$ cat src/rtl/pic_pkg.sv
// Shared constants and types for the priority interrupt controller.
// Assumes an 8-bit command bus; bit positions below are decoded by
// the configuration sequencer and the command decoder.
package pic_pkg;
    typedef enum logic [2:0] {
        ST_NOINIT,
        ST_BASE,
        ST_CASC,
        ST_LAST,
        ST_READY
    } init_st_e;

    localparam int CW1_FLAG_BIT  = 4;
    localparam int CW1_LEVEL_BIT = 3;
    localparam int CW1_IVAL4_BIT = 2;
    localparam int CW1_SNGL_BIT  = 1;
    localparam int CW1_LAST_BIT  = 0;

    localparam logic [7:0] EOI_NONSPEC = 8'h20;
    localparam logic [7:0] EOI_SPEC    = 8'h60;
endpackage

$ cat src/rtl/pic_init_seq.sv
// Configuration sequencer: walks the command-word burst, holds the
// configuration fields and decodes post-configuration writes.
// Assumes one write per bus_wr pulse.
module pic_init_seq
    import pic_pkg::*;
#(
    parameter int DATA_W = 8
) (
    input  logic              clk,
    input  logic              rst_n,
    input  logic              bus_wr,
    input  logic              bus_a0,
    input  logic [DATA_W-1:0] bus_wdata,
    output logic              ready,
    output logic              restart,
    output logic              cfg_level,
    output logic              cfg_ival4,
    output logic [DATA_W-1:0] vec_base,
    output logic              mask_wr,
    output logic              cmd_wr
);
    init_st_e state;
    logic     cfg_single;
    logic     cfg_last;

    // Decode of the three kinds of write
    assign restart = bus_wr && !bus_a0 && bus_wdata[CW1_FLAG_BIT];
    assign ready   = (state == ST_READY);
    assign mask_wr = bus_wr && bus_a0 && ready;
    assign cmd_wr  = bus_wr && !bus_a0 && !bus_wdata[CW1_FLAG_BIT] && ready;

    // Sequence state and configuration fields
    always_ff @(posedge clk) begin
        if (!rst_n) begin
            state      <= ST_NOINIT;
            cfg_level  <= 1'b0;
            cfg_ival4  <= 1'b0;
            cfg_single <= 1'b1;
            cfg_last   <= 1'b0;
            vec_base   <= '0;
        end else if (restart) begin
            state      <= ST_BASE;
            cfg_level  <= bus_wdata[CW1_LEVEL_BIT];
            cfg_ival4  <= bus_wdata[CW1_IVAL4_BIT];
            cfg_single <= bus_wdata[CW1_SNGL_BIT];
            cfg_last   <= bus_wdata[CW1_LAST_BIT];
        end else if (bus_wr && bus_a0) begin
            case (state)
                ST_BASE: begin
                    vec_base <= bus_wdata;
                    if (!cfg_single)   state <= ST_CASC;
                    else if (cfg_last) state <= ST_LAST;
                    else               state <= ST_READY;
                end
                ST_CASC: state <= cfg_last ? ST_LAST : ST_READY;
                ST_LAST: state <= ST_READY;
                default: state <= state;
            endcase
        end
    end


    restart_clears_ready_chk: assert property (@(posedge clk) disable iff (!rst_n)
        restart |=> !ready);

    base_word_advances_chk: assert property (@(posedge clk) disable iff (!rst_n)
        (state == ST_BASE) && bus_wr && bus_a0 && !restart |=> state != ST_BASE);
endmodule

$ cat src/rtl/pic_req_reg.sv
// Request latch: captures inputs as edges or levels and drops the
// bit taken by an acknowledge. Assumes inputs already synchronous.
module pic_req_reg #(
    parameter int NUM_IRQ = 8
) (
    input  logic               clk,
    input  logic               rst_n,
    input  logic               level_mode,
    input  logic               clr_all,
    input  logic [NUM_IRQ-1:0] irq_in,
    input  logic [NUM_IRQ-1:0] ack_clr,
    output logic [NUM_IRQ-1:0] irr
);
    logic [NUM_IRQ-1:0] irq_q;

    // Previous input sample for edge detection, and the request latch
    always_ff @(posedge clk) begin
        if (!rst_n) begin
            irq_q <= '0;
            irr   <= '0;
        end else begin
            irq_q <= irq_in;
            if (clr_all)         irr <= '0;
            else if (level_mode) irr <= irq_in & ~ack_clr;
            else                 irr <= (irr | (irq_in & ~irq_q)) & ~ack_clr;
        end
    end

    for (genvar g = 0; g < NUM_IRQ; g++) begin : g_edge_chk

        edge_latch_chk: assert property (@(posedge clk) disable iff (!rst_n)
            !level_mode && !clr_all && irq_in[g] && !irq_q[g] && !ack_clr[g]
            |=> irr[g]);
    end
endmodule

$ cat src/rtl/pic_prio.sv
// Fixed-priority resolver: index 0 wins. Finds the best pending
// request and the best in-service bit, and says whether the request
// may interrupt. Purely combinational.
module pic_prio #(
    parameter int NUM_IRQ = 8,
    parameter int IDX_W   = $clog2(NUM_IRQ)
) (
    input  logic [NUM_IRQ-1:0] pend,
    input  logic [NUM_IRQ-1:0] isr,
    output logic               req_any,
    output logic [IDX_W-1:0]   req_idx,
    output logic               isr_any,
    output logic [IDX_W-1:0]   isr_idx,
    output logic               preempt
);
    // Scan from lowest priority up so the highest one is kept last
    always_comb begin
        req_idx = '0;
        isr_idx = '0;
        for (int i = NUM_IRQ - 1; i >= 0; i--) begin
            if (pend[i]) req_idx = IDX_W'(i);
            if (isr[i])  isr_idx = IDX_W'(i);
        end
    end

    assign req_any = |pend;
    assign isr_any = |isr;
    assign preempt = req_any && (!isr_any || (req_idx < isr_idx));
endmodule

$ cat src/rtl/prio_irq_ctrl.sv
// Top of the priority interrupt controller: mask and in-service
// registers, acknowledge and end-of-interrupt handling, vector output.
// Assumes cpu_ack and bus_wr are single-cycle pulses.
module prio_irq_ctrl
    import pic_pkg::*;
#(
    parameter int NUM_IRQ = 8,
    parameter int DATA_W  = 8
) (
    input  logic               clk,
    input  logic               rst_n,
    input  logic               bus_wr,
    input  logic               bus_a0,
    input  logic [DATA_W-1:0]  bus_wdata,
    input  logic [NUM_IRQ-1:0] irq_in,
    input  logic               cpu_ack,
    output logic               int_out,
    output logic [DATA_W-1:0]  vec_out,
    output logic               vec_vld
);
    localparam int IDX_W = $clog2(NUM_IRQ);
    localparam logic [IDX_W-1:0] SPUR_IDX = IDX_W'(NUM_IRQ - 1);

    logic               ready, restart, cfg_level, cfg_ival4, mask_wr, cmd_wr;
    logic [DATA_W-1:0]  vec_base;
    logic [NUM_IRQ-1:0] irr, imr, isr, pend, ack_set, eoi_clr;
    logic               req_any, isr_any, preempt, ack_take;
    logic [IDX_W-1:0]   req_idx, isr_idx;

    pic_init_seq #(.DATA_W(DATA_W)) u_seq (
        .clk(clk), .rst_n(rst_n), .bus_wr(bus_wr), .bus_a0(bus_a0),
        .bus_wdata(bus_wdata), .ready(ready), .restart(restart),
        .cfg_level(cfg_level), .cfg_ival4(cfg_ival4), .vec_base(vec_base),
        .mask_wr(mask_wr), .cmd_wr(cmd_wr)
    );

    pic_req_reg #(.NUM_IRQ(NUM_IRQ)) u_req (
        .clk(clk), .rst_n(rst_n), .level_mode(cfg_level), .clr_all(restart),
        .irq_in(irq_in), .ack_clr(ack_set), .irr(irr)
    );

    pic_prio #(.NUM_IRQ(NUM_IRQ), .IDX_W(IDX_W)) u_prio (
        .pend(pend), .isr(isr), .req_any(req_any), .req_idx(req_idx),
        .isr_any(isr_any), .isr_idx(isr_idx), .preempt(preempt)
    );

    // Vector byte from base and input number, per interval setting
    function automatic logic [DATA_W-1:0] make_vec(input logic [DATA_W-1:0] base,
                                                   input logic ival4,
                                                   input logic [IDX_W-1:0] idx);
        if (ival4) return {base[DATA_W-1:IDX_W+2], idx, 2'b00};
        return {base[DATA_W-1:IDX_W], idx};
    endfunction

    // Request gating, interrupt line, acknowledge decode
    assign pend     = irr & ~imr;
    assign int_out  = ready && preempt;
    assign ack_take = cpu_ack && int_out;
    assign ack_set  = ack_take ? (NUM_IRQ'(1) << req_idx) : '0;

    // End-of-interrupt decode: non-specific or specific
    always_comb begin
        eoi_clr = '0;
        if (cmd_wr && bus_wdata == EOI_NONSPEC && isr_any)
            eoi_clr = NUM_IRQ'(1) << isr_idx;
        else if (cmd_wr && (bus_wdata >> IDX_W) == (EOI_SPEC >> IDX_W))
            eoi_clr = NUM_IRQ'(1) << bus_wdata[IDX_W-1:0];
    end

    // Mask and in-service registers
    always_ff @(posedge clk) begin
        if (!rst_n || restart) begin
            imr <= '0;
            isr <= '0;
        end else begin
            if (mask_wr) imr <= bus_wdata[NUM_IRQ-1:0];
            isr <= (isr | ack_set) & ~eoi_clr;
        end
    end

    // Vector register and its valid strobe
    always_ff @(posedge clk) begin
        if (!rst_n) begin
            vec_out <= '0;
            vec_vld <= 1'b0;
        end else begin
            vec_vld <= cpu_ack;
            if (cpu_ack)
                vec_out <= make_vec(vec_base, cfg_ival4, ack_take ? req_idx : SPUR_IDX);
        end
    end


    ack_enters_service_chk: assert property (@(posedge clk) disable iff (!rst_n)
        ack_take && !restart && !cmd_wr |=> $countones(isr) == $past($countones(isr)) + 1);

    nonspec_eoi_drops_one_chk: assert property (@(posedge clk) disable iff (!rst_n)
        cmd_wr && bus_wdata == EOI_NONSPEC && isr_any && !cpu_ack
        |=> $countones(isr) == $past($countones(isr)) - 1);

    spurious_ack_stable_chk: assert property (@(posedge clk) disable iff (!rst_n)
        cpu_ack && !int_out && !bus_wr |=> $stable(isr));

    noint_unconfigured_chk: assert property (@(posedge clk) disable iff (!rst_n)
        $rose(ready) |-> $past(bus_wr));
endmodule

$ cat config.mk
export PLATFORM = sky130hd
export DESIGN_NAME = prio_irq_ctrl
export DESIGN_NICKNAME = d
export VERILOG_FILES = /design/src/rtl/pic_pkg.sv /design/src/rtl/pic_init_seq.sv /design/src/rtl/pic_req_reg.sv /design/src/rtl/pic_prio.sv /design/src/rtl/prio_irq_ctrl.sv
export SDC_FILE = /design/constraint.sdc
export NUM_CORES = 1
export LEC_CHECK = 0
export BUFFER_PORTS_ARGS = -buffer_cell sky130_fd_sc_hd__buf_2
export CAP_MARGIN = 20
export CORE_MARGIN = 5
export CORE_UTILIZATION = 50
export DETAILED_ROUTE_END_ITERATION = 10
export PLACE_DENSITY_LB_ADDON = 0.2
export SYNTH_ARGS = -nofsm -noshare
export SYNTH_HDL_FRONTEND = slang
export SYNTH_HIERARCHICAL = 1
export SYNTH_SLANG_ARGS = --single-unit
$ cat constraint.sdc
create_clock -name clk -period 3.1 [get_ports clk]
set_input_delay 0.31 -clock clk [delete_from_list [all_inputs] [get_ports clk]]
set_output_delay 0.31 -clock clk [all_outputs]
set_load 0.02 [all_outputs]
==> metrics.yaml <==
crit_arrival_ns: 2.56
critPathCaptureType: "output port"
final_cell_count_no_fill: 399
hold_path.class: "in -> reg"
wl_per_cell_um: 16.2
rsz0062_at_grt: "no"
cts_setup_buffers: 0
cts_tree: "built"
vias: 2295
worst_pin_slew_ns: 0.823
period_needed_ns: 2.87
hold_path_depth: 2
area_growth_pct: 12.3
drive_above_1_share_pct: 18.8
diodes: 0
vias_per_cell: 5.75
required_ns: 2.79
synth_cells: 302
power.density_mw_per_mm2: 483
die_h_um: 83.8
maxSlewHeadroom_pct: 44.9
drt_wl_total_um: 6460
tns_ns: 0
clk_transition_reported_paths_ns: 0.10
syn_nets: 325
grt_max_degree: 24
place_congestion: 0.874
grtUsageTotal_pct: 19.1
ir_drop_uv: 289
ys_warn_count: 6
clock-sinks: 53
core-area_mm2: 0.00520
final_common_cell: "dfxtp_1"
first_pass_iters: 4
cts_buffers: 5
clk_path_buf_depth: 2
rows: 26
crit_slowest_cell: "dfxtp_1"
grt_pass1_vias: 2262
port_buffers: 30
status: "finished clean"
htree_levels: 2
cp_common_cell: "nor2b_1"
hpwl_um: 4780
max_freq_ghz: 0.348
clock_skew_ns: 0.00600
finalCritPeriodShare_pct: 92.7
r2r_cells: 12
drv_cap: 0
syn_area_per_cell_um2: 9.03
drt_iter0_drc: 211
slowest_delay_ns: 0.32
die_w_um: 83.8
power_w: 0.00148
start_kind: "flip-flop"
placed_cells: 391
worst-setup-path-type: "reg -> out"
leakage_nw: 1.19
setup_viol: 0
start_util_pct: 52.4
antenna_found_initial: 0
syn-cell-area_mm2: 0.00273
ioPinCount: 31
insertion_delay_ns: 0.31
hold_violations: 0
overflow: 0
nets: 351
crit_fanout: 6
grt_pass1_wl_um: 11000
layout_common_cells: "53 x dfxtp_1, 30 x buf_2, 26 x a21oi_1, 23 x nor2b_1, 19 x nor2_1"
drc: 0
crit_chain: "nor2b_1 > nor4_2 > nor2b_1 > ha_1 > a21oi_1 > o21ai_2 > a41oi_2 > nand2_1 > inv_1 > buf_2"
antenna_left: 0
die-area_mm2: 0.00703
root_buffer: "clkbuf_8"
maxSlewViolCount: 0
worst paths after layout:
| check | from | to | slack [ns] |
|---|---|---|---|
| hold reg to reg | vec_out[3] | vec_out[3] | 0.47 |
| hold / removal | irq_in[2] | u_req/irq_q[2] | 0.21 |
| setup reg to reg | u_req/irr[2] | u_req/irr[1] | 0.45 |
| setup / recovery | u_req/irr[2] | int_out | 0.23 |
routing by layer:
layer | vias up | part of all wire, % | global-route usage, %
li1 | 1141 | - | -
met1 | 1085 | 47 | 26.6
met2 | 61 | 46 | 29.6
met3 | 8 | 5.3 | 4.24
met4 | 0 | 1.2 | 5.41
met5 | - | 0 | 0
through the flow:
step | hold WS (ns) | worst slack (ns) | cell area (um2) | util [%]
6_report | 0.212 | 0.226 | 3060 | 58.8
4_1_cts | 0.205 | 0.188 | 3050 | 58.5
3_3_place_gp | 0.459 | 0.561 | 2910 | 55.9
3_5_place_dp | 0.466 | 0.485 | 2910 | 55.9
2_1_floorplan | 0.372 | 0.608 | 2730 | -
5_1_grt | 0.209 | 0.0198 | 3060 | 58.8
flip-flops by register name, indices dropped and copies added (netlist names), 3 cells and up:
name            flops
u_seq/vec_base      5
u_req/irr           8
u_seq/state         3
isr                 8
u_req/irq_q         8
imr                 8
vec_out             8
critical path, delay by kind of cell, from the launching register on:
family / cells / cell delay (ns)
AO/OA/AOI/OAI: 3 / 0.52
adder cells (fa/ha/maj): 1 / 0.28
buffers and inverters: 2 / 0.34
flip-flops: 1 / 0.32
AND/OR/NAND/NOR: 4 / 0.80
layout make-up:
class / count / area, um2
clock buffers: 5 / 68.8
clock inverters: 3 / 65.1
fillers: 489 / 2140
inverters: 14 / 53.8
multi-input cells: 221 / 1550
flip-flops and latches: 53 / 1060
well taps: 70 / 87.6
repair buffers: 33 / 173
report_power, final:
part           internal (W)  total (W)  switching [W]  leakage [nW]
Combinational     0.0000856   0.000207       0.000122         0.689
Sequential         0.000703   0.000717      0.0000139         0.433
Clock              0.000321   0.000552       0.000232        0.0681
repair_timing:
item / 4_1_cts / 5_1_grt
setup endpoints to repair: 0 / 1
hold buffers: 0 / 0
resized for setup: 0 / 3
hold endpoints to repair: 0 / 0
Power figures use the tool's default switching activity.
